`src/rtl/smul_pkg.sv`:
```
// Package: shared types for the sign-corrected byte multiply unit.
// Assumes: one sequence step per clock; the enum order is not decoded anywhere.
package smul_pkg;

    // Sequencer steps: idle, then five steps after the accepting edge.
    typedef enum logic [2:0] {
        ST_IDLE  = 3'd0,
        ST_TSTB  = 3'd1,
        ST_SUBA  = 3'd2,
        ST_MOVB  = 3'd3,
        ST_TSTA  = 3'd4,
        ST_SUBB  = 3'd5
    } step_t;

    // Number of clock edges from the accepting edge to the final signed value.
    localparam int unsigned SIGNED_EDGES = 6;

endpackage

```
`src/rtl/smul_umul.sv`:
```
// Module: smul_umul
// Purely combinational unsigned W x W multiplier built from shifted partial
// products. Assumes the caller registers the result; no pipeline inside.
module smul_umul #(
    parameter int unsigned W = 8
) (
    input  logic [W-1:0]   mul_a,
    input  logic [W-1:0]   mul_b,
    output logic [2*W-1:0] mul_p
);
    localparam int unsigned PW = 2 * W;

    logic [PW-1:0] part [W];

    // One partial product per bit of the second operand.
    for (genvar gi = 0; gi < int'(W); gi++) begin : g_part
        assign part[gi] = mul_b[gi] ? (PW'(mul_a) << gi) : '0;
    end

    // Sum the partial products; carry beyond 2W bits cannot occur.
    always_comb begin
        mul_p = '0;
        for (int k = 0; k < int'(W); k++) begin
            mul_p = mul_p + part[k];
        end
    end

endmodule

```
`src/rtl/smul_hisub.sv`:
```
// Module: smul_hisub
// High-byte correction: subtracts an operand modulo 2^W when enabled,
// otherwise passes the high byte through. Any borrow is discarded.
module smul_hisub #(
    parameter int unsigned W = 8
) (
    input  logic [W-1:0] hi_in,
    input  logic [W-1:0] sub_val,
    input  logic         sub_en,
    output logic [W-1:0] hi_out
);
    // Modulo subtraction with pass-through when disabled.
    always_comb begin
        hi_out = sub_en ? (hi_in - sub_val) : hi_in;
    end

endmodule

```
`src/rtl/smul_seq.sv`:
```
// Module: smul_seq
// Step sequencer: accepts a start only when idle, runs five steps for a
// signed request and produces registered busy/done. Assumes a synchronous
// active-low reset and one step per clock.
module smul_seq
    import smul_pkg::*;
(
    input  logic clk,
    input  logic rst_n,
    input  logic start,
    input  logic sgn_mode,
    output logic accept,
    output logic sub_a_step,
    output logic sub_b_step,
    output logic busy,
    output logic done
);
    step_t step_q;
    step_t step_d;

    // A start is taken only when no sequence is running.
    assign accept     = start && (step_q == ST_IDLE);
    assign sub_a_step = (step_q == ST_SUBA);
    assign sub_b_step = (step_q == ST_SUBB);

    // Next-step selection.
    always_comb begin
        step_d = step_q;
        unique case (step_q)
            ST_IDLE: step_d = (accept && sgn_mode) ? ST_TSTB : ST_IDLE;
            ST_TSTB: step_d = ST_SUBA;
            ST_SUBA: step_d = ST_MOVB;
            ST_MOVB: step_d = ST_TSTA;
            ST_TSTA: step_d = ST_SUBB;
            ST_SUBB: step_d = ST_IDLE;
            default: step_d = ST_IDLE;
        endcase
    end

    // Step register, busy flag and done pulse.
    always_ff @(posedge clk) begin
        if (!rst_n) begin
            step_q <= ST_IDLE;
            busy   <= 1'b0;
            done   <= 1'b0;
        end else begin
            step_q <= step_d;
            busy   <= (step_d != ST_IDLE);
            done   <= (accept && !sgn_mode) || (step_q == ST_SUBB);
        end
    end

    // a busy period ends only with a done pulse.
    a_r4_busy_ends_in_done: assert property (@(posedge clk) disable iff (!rst_n)
        (busy && $past(busy) && !$past(sub_b_step)) |-> !done);

    // done never overlaps busy.
    a_r4_no_overlap: assert property (@(posedge clk) disable iff (!rst_n)
        !(busy && done));

    // the last correction step is followed by done.
    a_r3_final_step_done: assert property (@(posedge clk) disable iff (!rst_n)
        sub_b_step |=> (done && !busy));

    // a start during a sequence is not accepted.
    a_r5_no_accept_busy: assert property (@(posedge clk) disable iff (!rst_n)
        busy |-> !accept);

endmodule

```
`src/rtl/smul_unit.sv`:
```
// Module: smul_unit (top)
// Byte multiplier with a one-cycle unsigned path and a signed path built
// from the unsigned product plus two timed high-byte corrections.
// Assumes synchronous active-low reset; drives no status flags.
module smul_unit #(
    parameter int unsigned W = 8
) (
    input  logic         clk,
    input  logic         rst_n,
    input  logic         start,
    input  logic         sgn_mode,
    input  logic [W-1:0] opa,
    input  logic [W-1:0] opb,
    output logic [W-1:0] prod_hi,
    output logic [W-1:0] prod_lo,
    output logic         busy,
    output logic         done
);
    localparam int unsigned PW  = 2 * W;
    localparam int unsigned MSB = W - 1;

    logic          accept;
    logic          sub_a_step;
    logic          sub_b_step;
    logic [W-1:0]  opa_q;
    logic [W-1:0]  opb_q;
    logic [PW-1:0] uprod;
    logic [W-1:0]  hi_next;
    logic [W-1:0]  sub_val;
    logic          sub_en;

    smul_seq u_seq (
        .clk        (clk),
        .rst_n      (rst_n),
        .start      (start),
        .sgn_mode   (sgn_mode),
        .accept     (accept),
        .sub_a_step (sub_a_step),
        .sub_b_step (sub_b_step),
        .busy       (busy),
        .done       (done)
    );

    smul_umul #(.W(W)) u_umul (
        .mul_a (opa),
        .mul_b (opb),
        .mul_p (uprod)
    );

    // Pick the correction operand and decide from the other operand's sign.
    always_comb begin
        sub_val = sub_a_step ? opa_q : opb_q;
        sub_en  = (sub_a_step && opb_q[MSB]) || (sub_b_step && opa_q[MSB]);
    end

    smul_hisub #(.W(W)) u_hisub (
        .hi_in   (prod_hi),
        .sub_val (sub_val),
        .sub_en  (sub_en),
        .hi_out  (hi_next)
    );

    // Capture operands on an accepted start.
    always_ff @(posedge clk) begin
        if (!rst_n) begin
            opa_q <= '0;
            opb_q <= '0;
        end else if (accept) begin
            opa_q <= opa;
            opb_q <= opb;
        end
    end

    // Product registers: full load on accept, high-byte corrections after.
    always_ff @(posedge clk) begin
        if (!rst_n) begin
            prod_hi <= '0;
            prod_lo <= '0;
        end else if (accept) begin
            prod_hi <= uprod[PW-1:W];
            prod_lo <= uprod[W-1:0];
        end else begin
            prod_hi <= hi_next;
        end
    end

    // the low byte is untouched during a sequence.
    a_r7_lo_stable: assert property (@(posedge clk) disable iff (!rst_n)
        busy |=> $stable(prod_lo));

    // the high byte holds on sequence steps without a correction.
    a_r8_hi_hold: assert property (@(posedge clk) disable iff (!rst_n)
        (busy && !sub_a_step && !sub_b_step) |=> $stable(prod_hi));

    // idle with no start holds the whole product.
    a_r9_idle_hold: assert property (@(posedge clk) disable iff (!rst_n)
        (!busy && !start) |=> ($stable(prod_hi) && $stable(prod_lo) && !done));

    // an unsigned start completes on the next edge without busy.
    a_r2_unsigned_one_cycle: assert property (@(posedge clk) disable iff (!rst_n)
        (start && !busy && !sgn_mode) |=> (done && !busy));

    // captured operands stay fixed during a sequence.
    a_r6_ops_held: assert property (@(posedge clk) disable iff (!rst_n)
        busy |=> ($stable(opa_q) && $stable(opb_q)));

endmodule

```
`config.mk`:
```
export PLATFORM = sky130hd
export DESIGN_NAME = smul_unit
export DESIGN_NICKNAME = d
export VERILOG_FILES = /design/src/rtl/smul_pkg.sv /design/src/rtl/smul_umul.sv /design/src/rtl/smul_hisub.sv /design/src/rtl/smul_seq.sv /design/src/rtl/smul_unit.sv
export SDC_FILE = /design/constraint.sdc
export NUM_CORES = 1
export LEC_CHECK = 0
export BUFFER_PORTS_ARGS = -buffer_cell sky130_fd_sc_hd__buf_2
export CORE_MARGIN = 4
export CORE_UTILIZATION = 40
export CTS_BUF_LIST = sky130_fd_sc_hd__clkbuf_8 sky130_fd_sc_hd__clkbuf_16
export DETAILED_ROUTE_END_ITERATION = 8
export SETUP_SLACK_MARGIN = 0.02
export SYNTH_ARGS = -nofsm -noshare
export SYNTH_HDL_FRONTEND = slang
export SYNTH_SLANG_ARGS = --single-unit
```
`constraint.sdc`:
```
create_clock -name clk -period 7.8 [get_ports clk]
set_input_delay 1.56 -clock clk [delete_from_list [all_inputs] [get_ports clk]]
set_output_delay 1.56 -clock clk [all_outputs]
set_load 0.005 [all_outputs]
```
# After elaboration in Yosys (flattened, before gate mapping)
# Cells that the tools add are included.
[classes]
muxes = 13
add_sub_neg = 8
eq_ne = 5
n_reduce_logical = 11
[op_table]
columns = ["cell", "count"]
rows = [
  ["16-bit adder", 3],
  ["8-bit two-way mux", 4],
  ["16-bit by 12-bit adder with 16-bit output", 1],
  ["16-bit by 13-bit adder with 16-bit output", 1],
  ["16-bit by 14-bit adder with 16-bit output", 1],
  ["16-bit by 15-bit adder with 16-bit output", 1],
  ["15-bit two-way mux", 1],
  ["3-bit case mux with 5 select lines", 1],
  ["14-bit two-way mux", 1],
  ["13-bit two-way mux", 1],
  ["12-bit two-way mux", 1],
  ["11-bit two-way mux", 1],
  ["10-bit two-way mux", 1],
  ["9-bit two-way mux", 1],
  ["8-bit subtractor", 1],
  ["3-bit by 2-bit equality test with 1-bit output (second input constant)", 2],
  ["3-bit equality test (second input constant)", 2],
  ["1-bit logical AND", 5],
  ["3-bit by 1-bit equality test with 1-bit output (second input constant)", 1],
  ["3-bit zero test", 1],
  ["3-bit nonzero test", 1],
  ["1-bit logical OR", 2],
  ["2-bit nonzero test", 1],
  ["1-bit zero test", 1],
  ["1-bit two-way mux", 1],
]
[totals]
ff_bits = 37
out_inout_bits = 18
in_bits = 20
wordCells = 44

# Logic depth before layout (Yosys ltp)
# Gate-level depths: netlist of run 1.
[depth]
word_depth = 9
ltp_mapped = 18
depth_no_buf = 17

# Hierarchy
# From an unflattened synthesis of run 1, not the netlist that was laid out.
[hier_totals]
cells_unflattened = 424
area_unflattened_um2 = 3912.5
[by_module_without_submodules]
columns = ["module", "seq_area_each_um2", "n_inst", "area_each_um2", "cells_each"]
rows = [
  ["smul_umul", 0.0, 1, 1865.5, 226],
  ["smul_unit", 640.6, 1, 1347.5, 113],
  ["smul_hisub", 0.0, 1, 456.7, 60],
  ["smul_seq", 100.1, 1, 242.7, 25],
]

# Worst setup path after synthesis of run 1
# No wires, ideal clock.
[synth_path]
path_kind = "input to register"
start = "input port opa[0]"
end = "register prod_hi[5]"
required_time_ns = 7.730
path_buffers = 1
arrival_ns = 5.593
setup_ns = 0.070
setup_slack_ns = 2.137
stages = 17
path_cell_list = "clkbuf_1 > and2_1 > fa_1 > fa_1 > inv_1 > fa_1 > inv_1 > ha_1 > ha_1 > inv_1 > fa_1 > nand2b_1 > a21oi_1 > nor2b_1 > or4_1 > a21o_1 > a21oi_1"
[synth_via]
elab_chain_cells = 9
word_cells_on_any_way = 16
classes_between = "add/sub (7); mux (9)"
[synth_lines]
columns = ["element", "line", "text"]
rows = [
  ["start, declared", "smul_unit.sv:12", "input logic [W-1:0] opa,"],
  ["8-bit two-way mux or 9-bit two-way mux (tied branches)", "smul_umul.sv:17", "assign part[gi] = mul_b[gi] ? (PW'(mul_a) << gi) : '0;"],
  ["16-bit adder (3 in a row)", "smul_umul.sv:24", "mul_p = mul_p + part[k];"],
  ["16-bit by 12-bit adder with 16-bit output", "smul_umul.sv:24", ""],
  ["16-bit by 13-bit adder with 16-bit output", "smul_umul.sv:24", ""],
  ["16-bit by 14-bit adder with 16-bit output", "smul_umul.sv:24", ""],
  ["16-bit by 15-bit adder with 16-bit output (*)", "smul_umul.sv:24", ""],
  ["8-bit two-way mux (*)", "smul_unit.sv:79", "end else if (accept) begin"],
  ["end signal, assigned", "smul_unit.sv:80", "prod_hi <= uprod[PW-1:W];"],
  ["end signal, assigned", "smul_unit.sv:83", "prod_hi <= hi_next;"],
  ["end, declared", "smul_unit.sv:14", "output logic [W-1:0] prod_hi,"],
]
# Mark *: on every way between the ends. The rest lies on a longest branch, timed or not.
# A chain may end at the register's enable or synchronous reset.

# Final worst setup path of run 1
[layout_path]
start = "input port opb[5]"
end = "register prod_hi[5]"
[layout_via]
elab_chain_cells = 5
[layout_lines]
columns = ["element", "line", "text"]
rows = [
  ["start, declared", "smul_unit.sv:13", "input logic [W-1:0] opb,"],
  ["13-bit two-way mux", "smul_umul.sv:17", ""],
  ["16-bit by 13-bit adder with 16-bit output", "smul_umul.sv:24", ""],
  ["16-bit by 14-bit adder with 16-bit output", "smul_umul.sv:24", ""],
  ["16-bit by 15-bit adder with 16-bit output", "smul_umul.sv:24", ""],
  ["8-bit two-way mux", "smul_unit.sv:79", ""],
]
# Every way passes these cells.

==> out/metrics.cfg, run 1 <==
[clocking]
cts.clk_slew.worst_paths_ns=0.08
clockBufferDepth=2
tritoncts=built
post_cts_buffers=0
cts_buffers=5
cts_sinks=37
htreeDepth=2
root_buffer=clkbuf_8
clock_latency_ns=0.29
cts_hold_buf=0
cts_resized=0

[yosys]
synth_common_cells=nand2_1, inv_1, a21oi_1, fa_1, ha_1
synth_cell_types=48
synth.most_common_cell=nand2_1
ys_ff_latch=37
syn_inst=451
syn_nets=548
ys_top_cells_by_area=fa_1, dfxtp_1, ha_1, nand2_1, and2_1
ys_seq_area_frac=0.1973
yosys_warnings=0
synth_edf_count=0
async_reset_ff_frac=0
synth_ff_type=dfxtp_1
yosysTopAreaCell=fa_1
netlist.area_leader.share=0.2080
syn_area_mm2=0.003754
synth.avg_cell_area_um2=8.323

[drt]
ant_nets=0
via_per_inst=5.129
wl_um=8408
drt_iter0_drc=127
wl_per_cell_um=14.42
num_vias=2990
drc=0
dr.pass1.iters=4

[timing]
hold_viol=0
setup_ws_ns=2.211
fmax_mhz=178.9
max_slew_margin=0.2996
tightest_slew_ns=1.049
setup_viol=0
maxSlewViolCount=0
fin_crit_sh=0.7165
rsz0062_at_grt=no
finalHoldWorstSlack_ns=0.4566
tns_ns=0
min_period_ns=5.589
skew_ns=0.003067

[global_route]
grt_max_degree=35
globalRouteTotalUtil=0.1628
grt_antenna_before_repair=0
grt_first_pass_wirelength_um=14790
grt_overflow=0
grt_pass1_vias=3161

[run_status]
run_status=finished clean

[setup_path]
critical_path_required_ns=8.03
crit_arrival_ns=5.82
cpPeakStageDelay_ns=0.55
cp_cell_sequence=buf_2 > and2_1 > fa_1 > fa_1 > inv_1 > fa_1 > inv_1 > ha_1 > ha_1 > inv_1 > fa_1 > nand2b_1 > a21oi_1 > nor2b_1 > or4_1 > a21o_1 > a21oi_1
critPathSlowestCell=fa_1
worstSetupPathType=primary input to flip-flop
cp_max_fo=9
critPathLaunchType=primary input
path_common_cell=fa_1
crit_path_end_kind=flip-flop

[final_layout]
syn_to_final_growth_pct=8.133
fin_nets=568
num_antenna_cells=0
drive_gt1_frac=0.1123
multi_input_area_mm2=0.002713
fin_cells=583
fillers=943
seq_area_um2=740.7

[place]
io_buffers=37
gp_congestion=0.8204
pre_cts_ws_ns=1.898
post-place-cells=575
hpwl_um=6596

[min_path]
min_path_type=flip-flop to flip-flop

[die]
die_h_um=104.9
fp.coreArea_mm2=0.009196
dieArea_mm2=0.01100
fp.dieW_um=104.9
rows=35
pin_count=38
start_util=0.4082

[pwr]
ir_worst_vdd_v=0.00007963
pwr_density_cell_mw_per_mm2=230.4
leakagePower_nw=1.905

[flow_run]
maxCapViolations=0

-- cell families (layout without fill, tap and decap cells) --
logic type                 Yosys count  count (layout)  share of synthesized area
and+or+nand+nor                    161             161                     0.2083
AOI/OAI and AO/OA                   82              82                     0.1300
adders and majority gates           77              77                     0.3347
buffers and inverters               74              95                    0.08000
DFF                                 37              37                     0.1973
xor gates and xnor gates            12              12                    0.02800
muxes                                8               8                    0.02167
-- where the power goes --
group          total (mW)  internal (mW)  leakage, nW  switching, mW
Combinational       0.566          0.238         1.56          0.328
Clock               0.133         0.0617       0.0439         0.0717
Sequential          0.236          0.216        0.304         0.0195
Total               0.935          0.516         1.91          0.419
-- metal layers --
metal,GRT usage,wire [µm]
met1,0.2194,4021
met5,0,0
met2,0.2814,4057
met3,0.02347,248
met4,0.02718,81
-- registers in the layout (all words and copies together), names as in the netlist --
register,count
prod_lo,8
opa_q,8
u_seq.busy,1
prod_hi,8
opb_q,8
u_seq.done,1
u_seq.step_q,3
-- per-stage QoR --
step                instance area, µm²  total power [mW]    util
detailed placement                3973            0.8038  0.4320
floorplan                         3754            0.6649       -
CTS                               4059            0.9422  0.4414
finish                            4059            0.9350  0.4414
global placement                  3973            0.7981  0.4320
global route                      4059             1.048  0.4414
-- placed cells by master (no fill, tap or decap), drive strengths merged, types with 2 or more instances in the layout --
master   count
a211oi       6
a21boi       2
a21o         2
a21oi       39
a221oi       2
a31oi        3
and2        36
buf         39
clkbuf       5
clkinv       2
dfxtp       37
fa          39
ha          38
inv         48
mux2i        7
nand2       81
nand2b       4
nand3        6
nand3b       2
nor2        10
nor2b        7
nor3         7
o2111ai      2
o21ai       17
o21bai       2
or2          2
xnor2        6
xor2         6
-- cell type report --
class | instances | share of cell area
Clock buffer | 5 | 0.01695
Clock inverter | 3 | 0.004316
Inverter | 48 | 0.04439
Multi-Input combinational cell | 340 | 0.6683
Sequential cell | 37 | 0.1825
Tap cell | 111 | 0.03422
Timing Repair Buffer | 39 | 0.04932
-- critical path: cells and delay by family --
family,cells,cell delay (ns)
adders and majority gates,6,2.39
AOI/OAI and AO/OA,3,0.58
and+or+nand+nor,4,0.97
buffers and inverters,4,0.31
-- path summary, 6_finish.rpt --
kind	endpoint	slack (ns)	cells after the start	start
min	prod_lo[4]	0.46	2	prod_lo[4]
min reg2reg	prod_lo[4]	0.46	2	prod_lo[4]
max reg2reg	prod_hi[6]	4.91	10	u_seq.step_q[1]
max	prod_hi[5]	2.21	17	opb[5]
No activity file was read; power rests on OpenSTA's default activity.
==> inputs of run 2 (changes only) <==
==> constraint.sdc (replaced) <==
create_clock -name clk -period 5.84 [get_ports clk]
set_input_delay 1.168 -clock clk [delete_from_list [all_inputs] [get_ports clk]]
set_output_delay 1.168 -clock clk [all_outputs]
set_load 0.005 [all_outputs]
==> run 2 against run 1 <==
  * Via count increased by 0.80%
  * Critical endpoint unchanged
  * Cell count unchanged
  * Highest routed layer unchanged
  * Count of clock-buffer cells in the layout increased by 1
==> out/metrics.cfg, run 2 (synthesized netlist as in run 1, its figures left out) <==
[clocking]
cts_sinks=37
post_cts_buffers=0
tritoncts=built
cts_buffers=5
clock_latency_ns=0.29
cts_resized=0
htreeDepth=2
cts_hold_buf=0
cts.clk_slew.worst_paths_ns=0.08
clockBufferDepth=2
root_buffer=clkbuf_8

[die]
start_util=0.4082
pin_count=38
fp.coreArea_mm2=0.009196
dieArea_mm2=0.01100
fp.dieW_um=104.9
rows=35
die_h_um=104.9

[timing]
min_period_ns=5.244
hold_viol=0
skew_ns=0.01067
setup_viol=0
maxSlewViolCount=0
fin_crit_sh=0.8979
tns_ns=0
max_slew_margin=0.3021
tightest_slew_ns=1.046
fmax_mhz=190.7
rsz0062_at_grt=no

[pwr]
pwr_density_cell_mw_per_mm2=317.5
p_sw_frac=0.4251
p_sw_mw=0.5525
p_seq_frac=0.242
p_int_mw=0.7470
ir_worst_vdd_v=0.0001051
leakagePower_nw=1.919
combinationalPowerShare=0.581
clockPowerShare=0.177

[drt]
ant_nets=0
wl_um=8485
via_per_inst=5.170
wl_per_cell_um=14.55
dr.pass1.iters=4
drt_iter0_drc=120
num_vias=3014
drc=0

[setup_path]
worst-r2r-cell-count=10
worstSetupPathType=primary input to flip-flop
critical_path_required_ns=6.06
r2r_slack_ns=3.00
reg2reg_to=prod_hi[6]
critPathLaunchType=primary input
cp_max_fo=9
r2r_start=u_seq.step_q[1]
crit_arrival_ns=5.47
crit_path_end_kind=flip-flop
crit_path_end=prod_hi[5]
setup.worst_path.start=opa[0]

[global_route]
globalRouteTotalUtil=0.1622
grt_first_pass_wirelength_um=14770
grt_overflow=0
grt_max_degree=34
grt_antenna_before_repair=0
grt_pass1_vias=3174

[final_layout]
mostFrequentLayoutCell=nand2_1
layout_common_cells=nand2_1, inv_1, a21oi_1, fa_1, ha_1
syn_to_final_growth_pct=9.033
num_antenna_cells=0
fin_nets=568
post-route-util=0.4450
drive_gt1_frac=0.1123

[min_path]
min_path_type=flip-flop to flip-flop

[flow_run]
maxCapViolations=0

[place]
hpwl_um=6669
io_buffers=37
gp_congestion=0.8224

[run_status]
run_status=finished clean

-- run 2: layer usage --
| layer | GRT usage | routed length [µm] |
|---|---|---|
| met2 | 0.2832 | 4177 |
| met3 | 0.02285 | 260 |
| met1 | 0.2162 | 3997 |
| met4 | 0.02812 | 49 |
| met5 | 0 | 0 |
-- run 2: final cells by class --
| type | instances | area [µm²] |
|---|---|---|
| Tap cell | 111 | 138.9 |
| Sequential cell | 37 | 740.7 |
| Fill cell | 936 | 5104 |
| Clock buffer | 6 | 82.58 |
| Inverter | 48 | 180.2 |
| Clock inverter | 2 | 37.54 |
| Multi-Input combinational cell | 340 | 2713 |
| Timing Repair Buffer | 39 | 200.2 |
-- run 2: worst max-delay path, cell delays in order --
cell and delay, ns:
buf_2 0.15, and2_1 0.19, fa_1 0.51, fa_1 0.54
inv_1 0.05, fa_1 0.54, inv_1 0.05, ha_1 0.28
ha_1 0.18, inv_1 0.06, fa_1 0.38, nand2b_1 0.19
a21oi_1 0.29, nor2b_1 0.09, or4_1 0.50, a21o_1 0.19
a21oi_1 0.11
-- run 2: metrics by stage --
step | power [mW] | hold WS, ns | setup slack, ns | instances | area [µm²]
detailed placement | 1.074 | 0.4448 | 0.3122 | 575 | 3973
floorplan | 0.8881 | 0.4329 | 0.5692 | 451 | 3754
finish | 1.300 | 0.4515 | 0.5961 | 583 | 4093
CTS | 1.314 | 0.4557 | 0.5928 | 583 | 4093
global route | 1.448 | 0.4799 | 0.3989 | 583 | 4093
global placement | 1.066 | 0.4398 | 0.3915 | 575 | 3973
-- run 2: power by group through the flow --
stage,logic (mW),registers [mW],clock network [mW]
after global routing,0.881,0.321,0.246
final,0.755,0.314,0.230
after global placement,0.747,0.319,0
after floorplan,0.573,0.315,0
after CTS,0.762,0.315,0.237
after detailed placement,0.753,0.321,0
-- run 2: worst min path at each step --
| stage | startpoint | endpoint | slack [ns] | cells after the start |
|---|---|---|---|---|
| after detailed placement | prod_lo[2] | prod_lo[2] | 0.44 | 2 |
| after floorplan | opa_q[0] | opa_q[0] | 0.43 | 2 |
| after global placement | prod_lo[7] | prod_lo[7] | 0.44 | 2 |
| final | prod_lo[4] | prod_lo[4] | 0.45 | 2 |
| after global routing | prod_lo[2] | prod_lo[2] | 0.48 | 2 |
| after CTS | prod_lo[2] | prod_lo[2] | 0.46 | 2 |
